## config.mk

```make
export PLATFORM = sky130hd
export DESIGN_NAME = ldiag_top
export DESIGN_NICKNAME = d
export VERILOG_FILES = /design/src/rtl/ldiag_pkg.sv /design/src/rtl/ldiag_edge.sv /design/src/rtl/ldiag_seq.sv /design/src/rtl/ldiag_flt.sv /design/src/rtl/ldiag_top.sv
export SDC_FILE = /design/constraint.sdc
export NUM_CORES = 1
export LEC_CHECK = 0
export BUFFER_PORTS_ARGS = -buffer_cell sky130_fd_sc_hd__buf_4
export CORE_MARGIN = 5
export CORE_UTILIZATION = 34
export DETAILED_ROUTE_END_ITERATION = 12
export PLACE_DENSITY = 0.62
export SLEW_MARGIN = 10
export SYNTH_ARGS = -nofsm -noshare
export SYNTH_HDL_FRONTEND = slang
export SYNTH_HIERARCHICAL = 1
export SYNTH_SLANG_ARGS = --single-unit
export TNS_END_PERCENT = 5
```

## constraint.sdc

```tcl
create_clock -name clk -period 2.3 [get_ports clk]
set_clock_uncertainty 0.05 [all_clocks]
set_input_delay 0.345 -clock clk [delete_from_list [all_inputs] [get_ports clk]]
set_output_delay 0.345 -clock clk [all_outputs]
set_load 0.005 [all_outputs]
```

## src/rtl/ldiag_pkg.sv

```systemverilog
package ldiag_pkg;
  typedef enum logic [1:0] {ST_IDLE = 2'd0, ST_RUN = 2'd1, ST_GAP = 2'd2} seq_st_e;
  localparam int NUM_FLT = 5;
  localparam int NUM_PH  = 3;
  // fault bit positions (match the ignore mask)
  localparam int FB_BRIDGE = 0;
  localparam int FB_OPEN   = 1;
  localparam int FB_RAIL   = 2;
  localparam int FB_OCUR   = 3;
  localparam int FB_OTMP   = 4;
  // phase indices, test_sel = index + 1
  localparam int PH_RAIL   = 0;
  localparam int PH_BRIDGE = 1;
  localparam int PH_OPEN   = 2;
endpackage

```

## src/rtl/ldiag_edge.sv

```systemverilog
module ldiag_edge #(
  parameter int W = 2
) (
  input  logic         clk,
  input  logic         rst_n,
  input  logic [W-1:0] lvl,
  output logic [W-1:0] rise
);
  logic [W-1:0] lvl_q;

  always_ff @(posedge clk or negedge rst_n) begin
    if (!rst_n) lvl_q <= '0;
    else        lvl_q <= lvl;
  end

  genvar b;
  generate
    for (b = 0; b < W; b++) begin : g_bit
      assign rise[b] = lvl[b] & ~lvl_q[b];
    end
  endgenerate
endmodule

```

## src/rtl/ldiag_seq.sv

```systemverilog
module ldiag_seq
  import ldiag_pkg::*;
#(
  parameter int PHASE_CYC = 8,
  parameter int GAP_CYC   = 32
) (
  input  logic              clk,
  input  logic              rst_n,
  input  logic              req_rise,
  input  logic              clr_evt,
  input  logic              cont_mode,
  input  logic              flt_latched,
  output logic              busy,
  output logic [1:0]        test_sel,
  output logic              init_act,
  output logic [NUM_PH-1:0] smp_stb
);
  localparam int CNT_MAX = (PHASE_CYC > GAP_CYC) ? PHASE_CYC : GAP_CYC;
  localparam int CW      = $clog2(CNT_MAX + 1);
  localparam logic [CW-1:0] PH_LAST  = CW'(PHASE_CYC - 1);
  localparam logic [CW-1:0] GAP_LAST = CW'(GAP_CYC - 1);

  seq_st_e       st_q, st_d;
  logic [1:0]    ph_q, ph_d;
  logic [CW-1:0] cnt_q, cnt_d;
  logic          init_q, init_d;
  logic          wopen_q, wopen_d;
  logic          pend_q, pend_d;
  logic          phase_end, last_ph, gap_end, req;

  assign phase_end = (st_q == ST_RUN) && (cnt_q == PH_LAST);
  assign last_ph   = (ph_q == 2'(PH_OPEN)) || ((ph_q == 2'(PH_BRIDGE)) && !wopen_q);
  assign gap_end   = (st_q == ST_GAP) && (cnt_q == GAP_LAST);
  assign req       = pend_q | req_rise;

  always_comb begin
    st_d    = st_q;
    ph_d    = ph_q;
    cnt_d   = cnt_q;
    init_d  = init_q;
    wopen_d = wopen_q;
    pend_d  = pend_q | req_rise;
    if (clr_evt) begin
      st_d   = ST_IDLE;
      ph_d   = 2'd0;
      cnt_d  = '0;
      init_d = 1'b0;
    end else begin
      unique case (st_q)
        ST_IDLE: begin
          if (req) begin
            st_d    = ST_RUN;
            ph_d    = 2'd0;
            cnt_d   = '0;
            wopen_d = 1'b1;
            pend_d  = 1'b0;
          end
        end
        ST_RUN: begin
          if (phase_end) begin
            cnt_d = '0;
            ph_d  = 2'd0;
            if (last_ph) begin
              init_d = 1'b0;
              if (cont_mode && !flt_latched && !init_q) st_d = ST_GAP;
              else                                      st_d = ST_IDLE;
            end else begin
              ph_d = ph_q + 2'd1;
            end
          end else begin
            cnt_d = cnt_q + CW'(1);
          end
        end
        ST_GAP: begin
          if (!cont_mode || flt_latched) begin
            st_d  = ST_IDLE;
            cnt_d = '0;
          end else if (gap_end) begin
            st_d    = ST_RUN;
            ph_d    = 2'd0;
            cnt_d   = '0;
            wopen_d = req;
            pend_d  = 1'b0;
          end else begin
            cnt_d = cnt_q + CW'(1);
          end
        end
        default: st_d = ST_IDLE;
      endcase
    end
  end

  always_ff @(posedge clk or negedge rst_n) begin
    if (!rst_n) begin
      st_q    <= ST_RUN;
      ph_q    <= 2'd0;
      cnt_q   <= '0;
      init_q  <= 1'b1;
      wopen_q <= 1'b1;
      pend_q  <= 1'b0;
    end else begin
      st_q    <= st_d;
      ph_q    <= ph_d;
      cnt_q   <= cnt_d;
      init_q  <= init_d;
      wopen_q <= wopen_d;
      pend_q  <= pend_d;
    end
  end

  assign busy     = (st_q == ST_RUN);
  assign test_sel = busy ? (ph_q + 2'd1) : 2'd0;
  assign init_act = init_q;

  genvar k;
  generate
    for (k = 0; k < NUM_PH; k++) begin : g_stb
      assign smp_stb[k] = phase_end && (ph_q == 2'(k));
    end
  endgenerate
endmodule

```

## src/rtl/ldiag_flt.sv

```systemverilog
module ldiag_flt
  import ldiag_pkg::*;
(
  input  logic               clk,
  input  logic               rst_n,
  input  logic               clr_evt,
  input  logic [NUM_PH-1:0]  smp_stb,
  input  logic               cmp_rail,
  input  logic               cmp_bridge,
  input  logic               cmp_open,
  input  logic               cmp_ocur,
  input  logic               cmp_otmp,
  input  logic [NUM_FLT-1:0] ign_mask,
  output logic               latched,
  output logic               flag_low
);
  logic [NUM_FLT-1:0] det;
  logic latched_d, flag_d;

  assign det[FB_BRIDGE] = smp_stb[PH_BRIDGE] & cmp_bridge;
  assign det[FB_OPEN]   = smp_stb[PH_OPEN]   & cmp_open;
  assign det[FB_RAIL]   = smp_stb[PH_RAIL]   & cmp_rail;
  assign det[FB_OCUR]   = cmp_ocur;
  assign det[FB_OTMP]   = cmp_otmp;

  always_comb begin
    latched_d = latched | (|det);
    flag_d    = flag_low | (|(det & ~ign_mask));
    if (clr_evt) begin
      latched_d = 1'b0;
      flag_d    = 1'b0;
    end
  end

  always_ff @(posedge clk or negedge rst_n) begin
    if (!rst_n) begin
      latched  <= 1'b0;
      flag_low <= 1'b0;
    end else begin
      latched  <= latched_d;
      flag_low <= flag_d;
    end
  end
endmodule

```

## src/rtl/ldiag_top.sv

```systemverilog
module ldiag_top
  import ldiag_pkg::*;
#(
  parameter int PHASE_CYC = 8,
  parameter int GAP_CYC   = 32
) (
  input  logic       clk,
  input  logic       rst_n,
  input  logic       cfg_power_on,
  input  logic       cfg_diag_en,
  input  logic       cfg_diag_cont,
  input  logic       cfg_diag_clr,
  input  logic [4:0] cfg_ign_mask,
  input  logic       cmp_rail_short,
  input  logic       cmp_out_short,
  input  logic       cmp_open_load,
  input  logic       cmp_over_curr,
  input  logic       cmp_over_temp,
  output logic [1:0] test_sel,
  output logic       diag_busy,
  output logic       amp_en,
  output logic       out_disable,
  output logic       fault_n,
  output logic       fault_latched
);
  logic [1:0]        rise;
  logic              init_act, latched, flag_low;
  logic [NUM_PH-1:0] smp_stb;

  ldiag_edge #(.W(2)) u_edge (
    .clk (clk),
    .rst_n (rst_n),
    .lvl ({cfg_diag_clr, cfg_diag_en}),
    .rise (rise)
  );

  ldiag_seq #(.PHASE_CYC(PHASE_CYC), .GAP_CYC(GAP_CYC)) u_seq (
    .clk (clk),
    .rst_n (rst_n),
    .req_rise (rise[0]),
    .clr_evt (rise[1]),
    .cont_mode (cfg_diag_cont & cfg_diag_en),
    .flt_latched (latched),
    .busy (diag_busy),
    .test_sel (test_sel),
    .init_act (init_act),
    .smp_stb (smp_stb)
  );

  ldiag_flt u_flt (
    .clk (clk),
    .rst_n (rst_n),
    .clr_evt (rise[1]),
    .smp_stb (smp_stb),
    .cmp_rail (cmp_rail_short),
    .cmp_bridge (cmp_out_short),
    .cmp_open (cmp_open_load),
    .cmp_ocur (cmp_over_curr),
    .cmp_otmp (cmp_over_temp),
    .ign_mask (cfg_ign_mask),
    .latched (latched),
    .flag_low (flag_low)
  );

  assign amp_en        = cfg_power_on & ~init_act & ~latched;
  assign out_disable   = latched;
  assign fault_n       = ~flag_low;
  assign fault_latched = latched;
endmodule

```

* Yosys cells after proc, flatten, opt, wreduce, memory -nomap -nowiden
Cells that the tools add are included.
** Storage, ports and cells
- Register bits after elaboration :: 17
- Logic and storage cells :: 109
** Operators by class
- $add $sub $neg :: 2
- Equality and inequality tests :: 15
- Mux-type cells :: 36
- Bitwise logic cells :: 19
- Reduce and logical (&&, ||, !) cells :: 28
** Operators by type and width (count)
- two-way mux 6 bit :: 5
- two-way mux 2 bit :: 14
- one-hot mux 6 bit (3 select lines) :: 1
- two-way mux 1 bit :: 12
- one-hot mux 2 bit (3 select lines) :: 2
- AND reduction 5 bit :: 2
- OR reduction 5 bit :: 2
- inequality test 3 x 2 -> 1 bit, second input constant :: 3
- AND 1 bit :: 8
- logical AND 1 bit :: 8
- nonzero test 2 bit :: 4
- adder 6 x 1 -> 6 bit, second input constant :: 1
- == test 6 x 3 -> 1 bit, second input constant :: 1
- == test 6 x 5 -> 1 bit, second input constant :: 1
- inequality test 3 x 1 -> 1 bit, second input constant :: 2
- inverter 1 bit :: 6
- AND 5 bit :: 1
- inverter 5 bit :: 1
- == test 2 x 1 -> 1 bit, second input constant :: 2
- == test 2 bit, second input constant :: 2
- logical NOT 1 bit :: 4
- logical NOT 2 bit :: 2
- inequality test 2 x 1 -> 1 bit, second input constant :: 2
- inequality test 4 x 2 -> 1 bit, second input constant :: 1
- other kinds (9) :: 13

* Longest topological paths before layout
Gate-level depths: netlist of the first run.
- Depth in word-level cells :: 8
- Depth in mapped cells :: 7

* By module
The synthesis of the first run kept the hierarchy.
** Modules (own cells, without submodules)
- ldiag_seq :: instances 1, cells an instance 108, area an instance 1053.5 µm²
- ldiag_flt :: instances 1, cells an instance 13, area an instance 112.6 µm²
- ldiag_edge :: instances 1, cells an instance 4, area an instance 77.6 µm²
- ldiag_top :: instances 1, cells an instance 4, area an instance 30.0 µm²

* Worst setup path before layout of the first run
OpenSTA, ideal clock, no wires.
- Path type :: reg-to-reg
- Start :: register u_seq.st_q[0]
- End :: register u_seq.cnt_q[4]
- Arrival :: 1577 ps
- Required time :: 2119 ps
- Slack :: 542 ps
- Stages on the path, launching flop included :: 8
- Path buffers :: 1
- Period minus slack after synthesis :: 1758 ps
- Cell sequence :: dfstp_2 > inv_1 > ha_1 > nor4_2 > or2_1 > buf_2 > nor2_1 > a2bb2oi_1
** On the way
- Longest elaborated chain between the ends :: 6
- Elaborated cells between the ends (all ways) :: 13
- Those cells by class :: eq/ne (3); mux (5); reduce/logical (5)
** Ends and longest elaborated chain
- from (decl) :: RTL line ldiag_seq.sv:23 : seq_st_e st_q, st_d;
- from (signal assigned) :: RTL line ldiag_seq.sv:102 : st_q <= st_d;
- == test 2 bit :: RTL line ldiag_seq.sv:33, ldiag_seq.sv:49
- logical AND 1 bit :: RTL line ldiag_seq.sv:33 : assign gap_end = (st_q == ST_GAP) && (cnt_q == GAP_LAST);
- two-way mux 6 bit :: RTL line ldiag_seq.sv:78 : end else if (gap_end) begin
- two-way mux 6 bit :: RTL line ldiag_seq.sv:75 : if (!cont_mode || flt_latched) begin
- one-hot mux 6 bit (3 select lines) :: RTL line ldiag_seq.sv:49 : unique case (st_q)
- two-way mux 6 bit :: RTL line ldiag_seq.sv:43 : if (clr_evt) begin
- to (signal assigned) :: RTL line ldiag_seq.sv:104 : cnt_q <= cnt_d;
- to (decl) :: RTL line ldiag_seq.sv:25 : logic [CW-1:0] cnt_q, cnt_d;
Several ways; a longest one is shown, not always the timed one.
A chain may end at the register's enable or synchronous reset.

* Final worst setup path of the first run
- Start :: register u_seq.st_q[0]
- End :: register u_seq.ph_q[1]
** On the way
- Longest elaborated chain between the ends :: 4
- Elaborated cells between the ends (all ways) :: 13
- Those cells by class :: eq/ne (6); mux (2); reduce/logical (5)
** Ends and longest elaborated chain
- == test 2 x 1 -> 1 bit / == test 2 bit (equally long branches) :: RTL line ldiag_seq.sv:31, ldiag_seq.sv:49, ldiag_seq.sv:33
- logical AND 1 bit, on equally long branches :: RTL line ldiag_seq.sv:31, ldiag_seq.sv:33
- inequality test 3 x 2 -> 1 bit (no line) / inequality test 3 x 1 -> 1 bit (equally long branches)
- AND reduction 5 bit (no line)
- to (signal assigned) :: RTL line ldiag_seq.sv:103 : ph_q <= ph_d;
- to (decl) :: RTL line ldiag_seq.sv:24 : logic [1:0] ph_q, ph_d;
Several ways; a longest one is shown, not always the timed one.

==> results_dict.tcl, run 1 <==
set metrics [dict create \
    antenna_left 0 \
    synth_top_cell_by_area "dfrtp_1" \
    path_max_fanout 6 \
    synth.distinct_cells 46 \
    grt_pass1_wl_mm 4.926 \
    die-area_sq_mm 0.005070 \
    avgSynthCellArea_sq_um 9.874 \
    hold_viol_final 0 \
    drv_cap 0 \
    grt_pass1_vias 1079 \
    routedLengthMet1_mm 1.319 \
    portBuffers 22 \
    crit_required_ns 2.42 \
    clk_path_buf_depth 2 \
    criticalPathCategory "reg2reg" \
    slew_headroom_pct 74.79 \
    htree_levels 1 \
    setup_viol_count_final 0 \
    syn_inst 129 \
    routed.top_layer "met4" \
    setup_tns_ns 0 \
    grt_antenna_before_repair 0 \
    fp.dieW_um 71.21 \
    wl_mm 2.891 \
    worst_hold_path_type "in2reg" \
    power.density_mw_per_mm2 813.6 \
    status "complete, no violations" \
    die_height_um 71.21 \
    syn2layout_area_growth_pct 20.33 \
    slew_viol_final 0 \
    ys_seq_area_share_pct 33.69 \
    drive_gt1_share_pct 30.72 \
    finalCriticalPeriod_ns 1.973 \
    synth_seq_cells 17 \
    cts_resized 0 \
    fmax_mhz 507.0 \
    total_power_uw 1247 \
    fin_crit_sh_pct 85.76 \
    cts_setup_buffers 0 \
    layout.nets 179 \
    cts_sinks 17 \
    syn_nets 154 \
    cts.clk_slew.worst_paths_ns 0.07 \
    routed_via_density 5.104 \
    dr_wl_met2_mm 1.455 \
    cts_buffers 3 \
    grt-ovfl-total 0 \
    rsz0062_at_grt "false" \
    grt_max_degree 18 \
    synth.area.top_cells "dfrtp_1 (28%), ha_1 (8.8%), dfstp_2 (6.2%), mux2i_1 (4.7%), nand2_1 (4.1%)" \
    grt.total_usage_pct 12.09 \
    vias 1026 \
    fillers 351 \
    firstDrtPassIters 4 \
    insertion_delay_ns 0.25 \
    cts-root-buf "clkbuf_8" \
    drc_errors 0 \
    wl_met3_um 55 \
    ios 23 \
    n_antenna_cell 0 \
    drt_first_iter_violations 62 \
    cp.arrival_ns 2.09 \
    num_rows 22 \
    hold_buffers 1 \
    cts_tree "yes" \
    yosysTopAreaCellShare_pct 27.50 \
    ir_drop_mv 0.3082 \
    netlist_area_sq_mm 0.001274 \
    hpwl_mm 2.228 \
    ys_warn_count 6 \
    worst_pin_slew_ns 0.3782 \
    initial_utilization_pct 35.06 \
    wl_per_cell_um 14.38 \
    p_leak_uw 0.0006595 \
    fp.coreArea_sq_mm 0.003633 \
    gp_congestion 0.9267 \
    endpoint_kind "register" \
    worstSetupStartpointType "register" \
]
==> kinds of logic (layout without fill, tap and decap cells) <==
group	Yosys count	in the layout	synth area share, %
adder cells (fa/ha/maj)	9	9	8.841
flip-flops	17	17	33.69
multiplexers	6	6	4.715
AND/OR/NAND/NOR	52	52	25.34
AO/OA/AOI/OAI	28	28	21.32
buffers and inverters	17	41	6.091
==> layout make-up <==
type / count / area [sq um] / share of cell area [%]
Multi-Input combinational cell: 95 / 767.0 / 50.04
Sequential cell: 17 / 429.2 / 28.00
Timing Repair Buffer: 24 / 182.7 / 11.92
Tap cell: 48 / 60.06 / 3.918
Inverter: 13 / 48.80 / 3.184
Clock buffer: 4 / 45.04 / 2.939
==> sequential cells by signal, indices dropped and copies added, names as in the netlist <==
register,cells
u_edge/lvl_q,2
u_flt/flag_low,1
u_flt/latched,1
u_seq/cnt_q,6
u_seq/init_act,1
u_seq/pend_q,1
u_seq/ph_q,2
u_seq/st_q,2
u_seq/wopen_q,1
==> worst max-delay path, stage by stage (launching register included) <==
cell     delay (ns)
dfstp_2        0.55
inv_1          0.07
ha_1           0.27
nor4b_2        0.21
nor2_2         0.27
o311a_2        0.27
mux2i_1        0.20
==> synthesized netlist by cell type, drive strengths merged <==
cell and instances:
dfrtp 14, nand2 14, inv 13, nor2 10, ha 9, mux2i 6, buf 4, nand3 4
nor2b 4, o21ai 4, o311ai 4, a31oi 3, and2 3, dfstp 3, nor3 3, o2111ai 3
o22a 3, or2 3, a21oi 2, and2b 2, nand2b 2, nand3b 2, o211ai 2, a21boi 1
a221oi 1, a2bb2oi 1, a41oi 1, and3b 1, nor3b 1, nor4 1, nor4b 1, o211a 1
o221ai 1, o311a 1, or4 1
==> layer usage <==
layer / track usage, % / up-vias
met5: 0 / -
met4: 6.889 / 0
met3: 1.420 / 4
met2: 19.90 / 11
met1: 15.18 / 502
li1: - / 509
==> cells in the final DEF, fill, tap and decap left out, types with 2 or more instances in the layout <==
| cell type | count |
|---|---|
| and2_1 | 3 |
| a31oi_1 | 2 |
| ha_1 | 9 |
| o311ai_1 | 2 |
| mux2i_1 | 6 |
| nand2_1 | 14 |
| nor3_1 | 2 |
| nor2b_1 | 2 |
| and2b_1 | 2 |
| inv_1 | 13 |
| nand2b_1 | 2 |
| a21oi_1 | 2 |
| dfrtp_1 | 14 |
| o21ai_1 | 3 |
| nor2b_4 | 2 |
| o22a_1 | 3 |
| or2_1 | 2 |
| nor2_2 | 2 |
| nor2_1 | 8 |
| buf_4 | 23 |
| nand3b_2 | 2 |
| o2111ai_1 | 3 |
| nand3_1 | 4 |
| clkbuf_8 | 3 |
| dfstp_2 | 3 |
==> final timing paths <==
kind | slack [ns] | end | cells after the start | startpoint
max in group asynchronous | 1.48 | u_seq/init_act | 2 | rst_n
min in group asynchronous | 0.45 | u_seq/cnt_q[0] | 2 | rst_n
worst max register to register | 0.33 | u_seq/ph_q[1] | 6 | u_seq/st_q[0]
worst max-delay path | 0.33 | u_seq/ph_q[1] | 6 | u_seq/st_q[0]
worst min register to register | 0.45 | u_seq/init_act | 1 | u_seq/init_act
worst min-delay path | 0.16 | u_edge/lvl_q[1] | 1 | cfg_diag_clr
==> where the power goes <==
group	switching (uW)	leakage [uW]	internal [uW]
clock	99.7	0.0000228	123
sequential	42.6	0.000213	355
combinational	335	0.000423	291
==> per-stage QoR <==
step,util [%],worst slack [ns],cells,area [sq um],hold WS (ns)
after detailed placement,40.67,0.3654,196,1478,0.1782
after floorplan,-,0.5416,129,1274,-0.0005911
after global routing,42.18,0.2066,201,1533,0.1579
after global placement,40.67,0.4201,196,1478,0.1784
after CTS,42.18,0.3381,201,1533,0.1601
final,42.18,0.3275,201,1533,0.1638
Power figures use the tool's default switching activity.
==> run 2: changes to the inputs <==
==> constraint.sdc (replaced) <==
create_clock -name clk -period 2.3 [get_ports clk]
set_clock_uncertainty 0.05 [all_clocks]
set_input_delay 0.46 -clock clk [delete_from_list [all_inputs] [get_ports clk]]
set_output_delay 0.46 -clock clk [all_outputs]
set_load 0.005 [all_outputs]
==> results_dict.tcl, run 2 (synthesis results as in run 1) <==
set metrics [dict create \
    grt_antenna_before_repair 0 \
    htree_levels 1 \
    worstSetupStartpointType "register" \
    seq_area_sq_um 429.2 \
    grt-ovfl-total 0 \
    cts-root-buf "clkbuf_8" \
    initial_utilization_pct 35.06 \
    n_antenna_cell 0 \
    grt_pass1_vias 1071 \
    slew_viol_final 0 \
    reg2reg_setup_slack_ns 0.33 \
    wl_per_cell_um 14.43 \
    drive_gt1_share_pct 30.92 \
    clk_path_buf_depth 2 \
    rsz0062_at_grt "false" \
    total_power_uw 1246 \
    setup_tns_ns 0 \
    path_max_fanout 8 \
    grt_pass1_wl_mm 4.899 \
    drv_cap 0 \
    cts.clk_slew.worst_paths_ns 0.07 \
    vias 1022 \
    criticalPathCategory "reg2out" \
    drt_first_iter_violations 61 \
    worst_pin_slew_ns 0.3782 \
    finalCriticalPeriod_ns 2.012 \
    cts_resized 0 \
    gp_congestion 0.9267 \
    insertion_delay_ns 0.25 \
    critPathTopFamily "flip-flops" \
    cts_setup_buffers 0 \
    syn2layout_area_growth_pct 19.55 \
    fp.dieW_um 71.21 \
    fp.coreArea_sq_mm 0.003633 \
    firstDrtPassIters 4 \
    crit_required_ns 1.79 \
    cts_buffers 3 \
    cp.arrival_ns 1.50 \
    status "complete, no violations" \
    slew_headroom_pct 74.79 \
    fin_crit_sh_pct 87.46 \
    grt_max_degree 18 \
    ir_drop_mv 0.3082 \
    drc_errors 0 \
    fillers 352 \
    endpoint_kind "output pin" \
    die-area_sq_mm 0.005070 \
    hpwl_mm 2.228 \
    p_leak_uw 0.0006554 \
    largest_reg_flops 6 \
    setup_viol_count_final 0 \
    grt.total_usage_pct 12.04 \
    cts_sinks 17 \
    critPathSlowestCell "dfstp_2" \
    fmax_mhz 497.1 \
    cts_tree "yes" \
    worst_hold_path_type "in2async" \
    cp_cell_sequence "ha_1 > nor2b_1 > buf_4" \
    hold_viol_final 0 \
    cp.buffers_inverters 1 \
    num_rows 22 \
    multi_input_area_sq_um 767.0 \
    portBuffers 22 \
    power.density_mw_per_mm2 818.0 \
    final_cell_mix "buf_4 (23), dfrtp_1 (14), nand2_1 (14), inv_1 (13), ha_1 (9)" \
    wl_mm 2.885 \
    largest-register "u_seq/cnt_q" \
    worst_path_largest_cell_delay_ns 0.55 \
    hold_buffers 0 \
    die_height_um 71.21 \
    final_common_cell "buf_4" \
    ios 23 \
    layout.nets 178 \
    routed_via_density 5.110 \
    antenna_left 0 \
]
-- run 2: path summary, 6_finish.rpt --
path                                startpoint               to  depth (start not counted)
worst max-delay path             u_seq/st_q[0]      test_sel[0]                          3
worst min-delay path                     rst_n   u_seq/cnt_q[0]                          1
worst max register to register   u_seq/st_q[0]    u_seq/ph_q[1]                          6
worst min register to register  u_seq/init_act   u_seq/init_act                          1
max in group asynchronous                rst_n   u_seq/init_act                          1
min in group clk                  cfg_diag_clr  u_edge/lvl_q[1]                          1
-- run 2: metal layers --
layer | global-route usage [%] | vias up | share of wire, % | routed length [um]
li1 | - | 507 | - | -
met1 | 15.09 | 500 | 45 | 1309
met2 | 19.69 | 11 | 50 | 1451
met3 | 1.563 | 4 | 2.1 | 61
met4 | 6.889 | 0 | 2.1 | 62
met5 | 0 | - | 0 | 0
-- run 2: area by class of cell --
type,instances,area share (%)
clock buffers,4,2.958
inverters,13,3.205
multi-input cells,95,50.37
flip-flops and latches,17,28.18
well taps,48,3.944
repair buffers,23,11.34
-- run 2: report_power, final --
part / total (uW) / internal (uW) / switching, uW
Sequential: 398 / 355 / 42.6
Combinational: 625 / 290 / 334
Clock: 223 / 123 / 99.7
-- run 2: through the flow --
stage	cells	hold WS (ns)	util, %	cell area, sq um	worst slack [ns]
floorplan	129	0.1144	-	1274	0.5416
global placement	196	0.2934	40.67	1478	0.4201
detailed placement	196	0.2932	40.67	1478	0.3654
CTS	200	0.01954	41.91	1523	0.2650
global route	200	0.02403	41.91	1523	0.1624
finish	200	0.01067	41.91	1523	0.2884
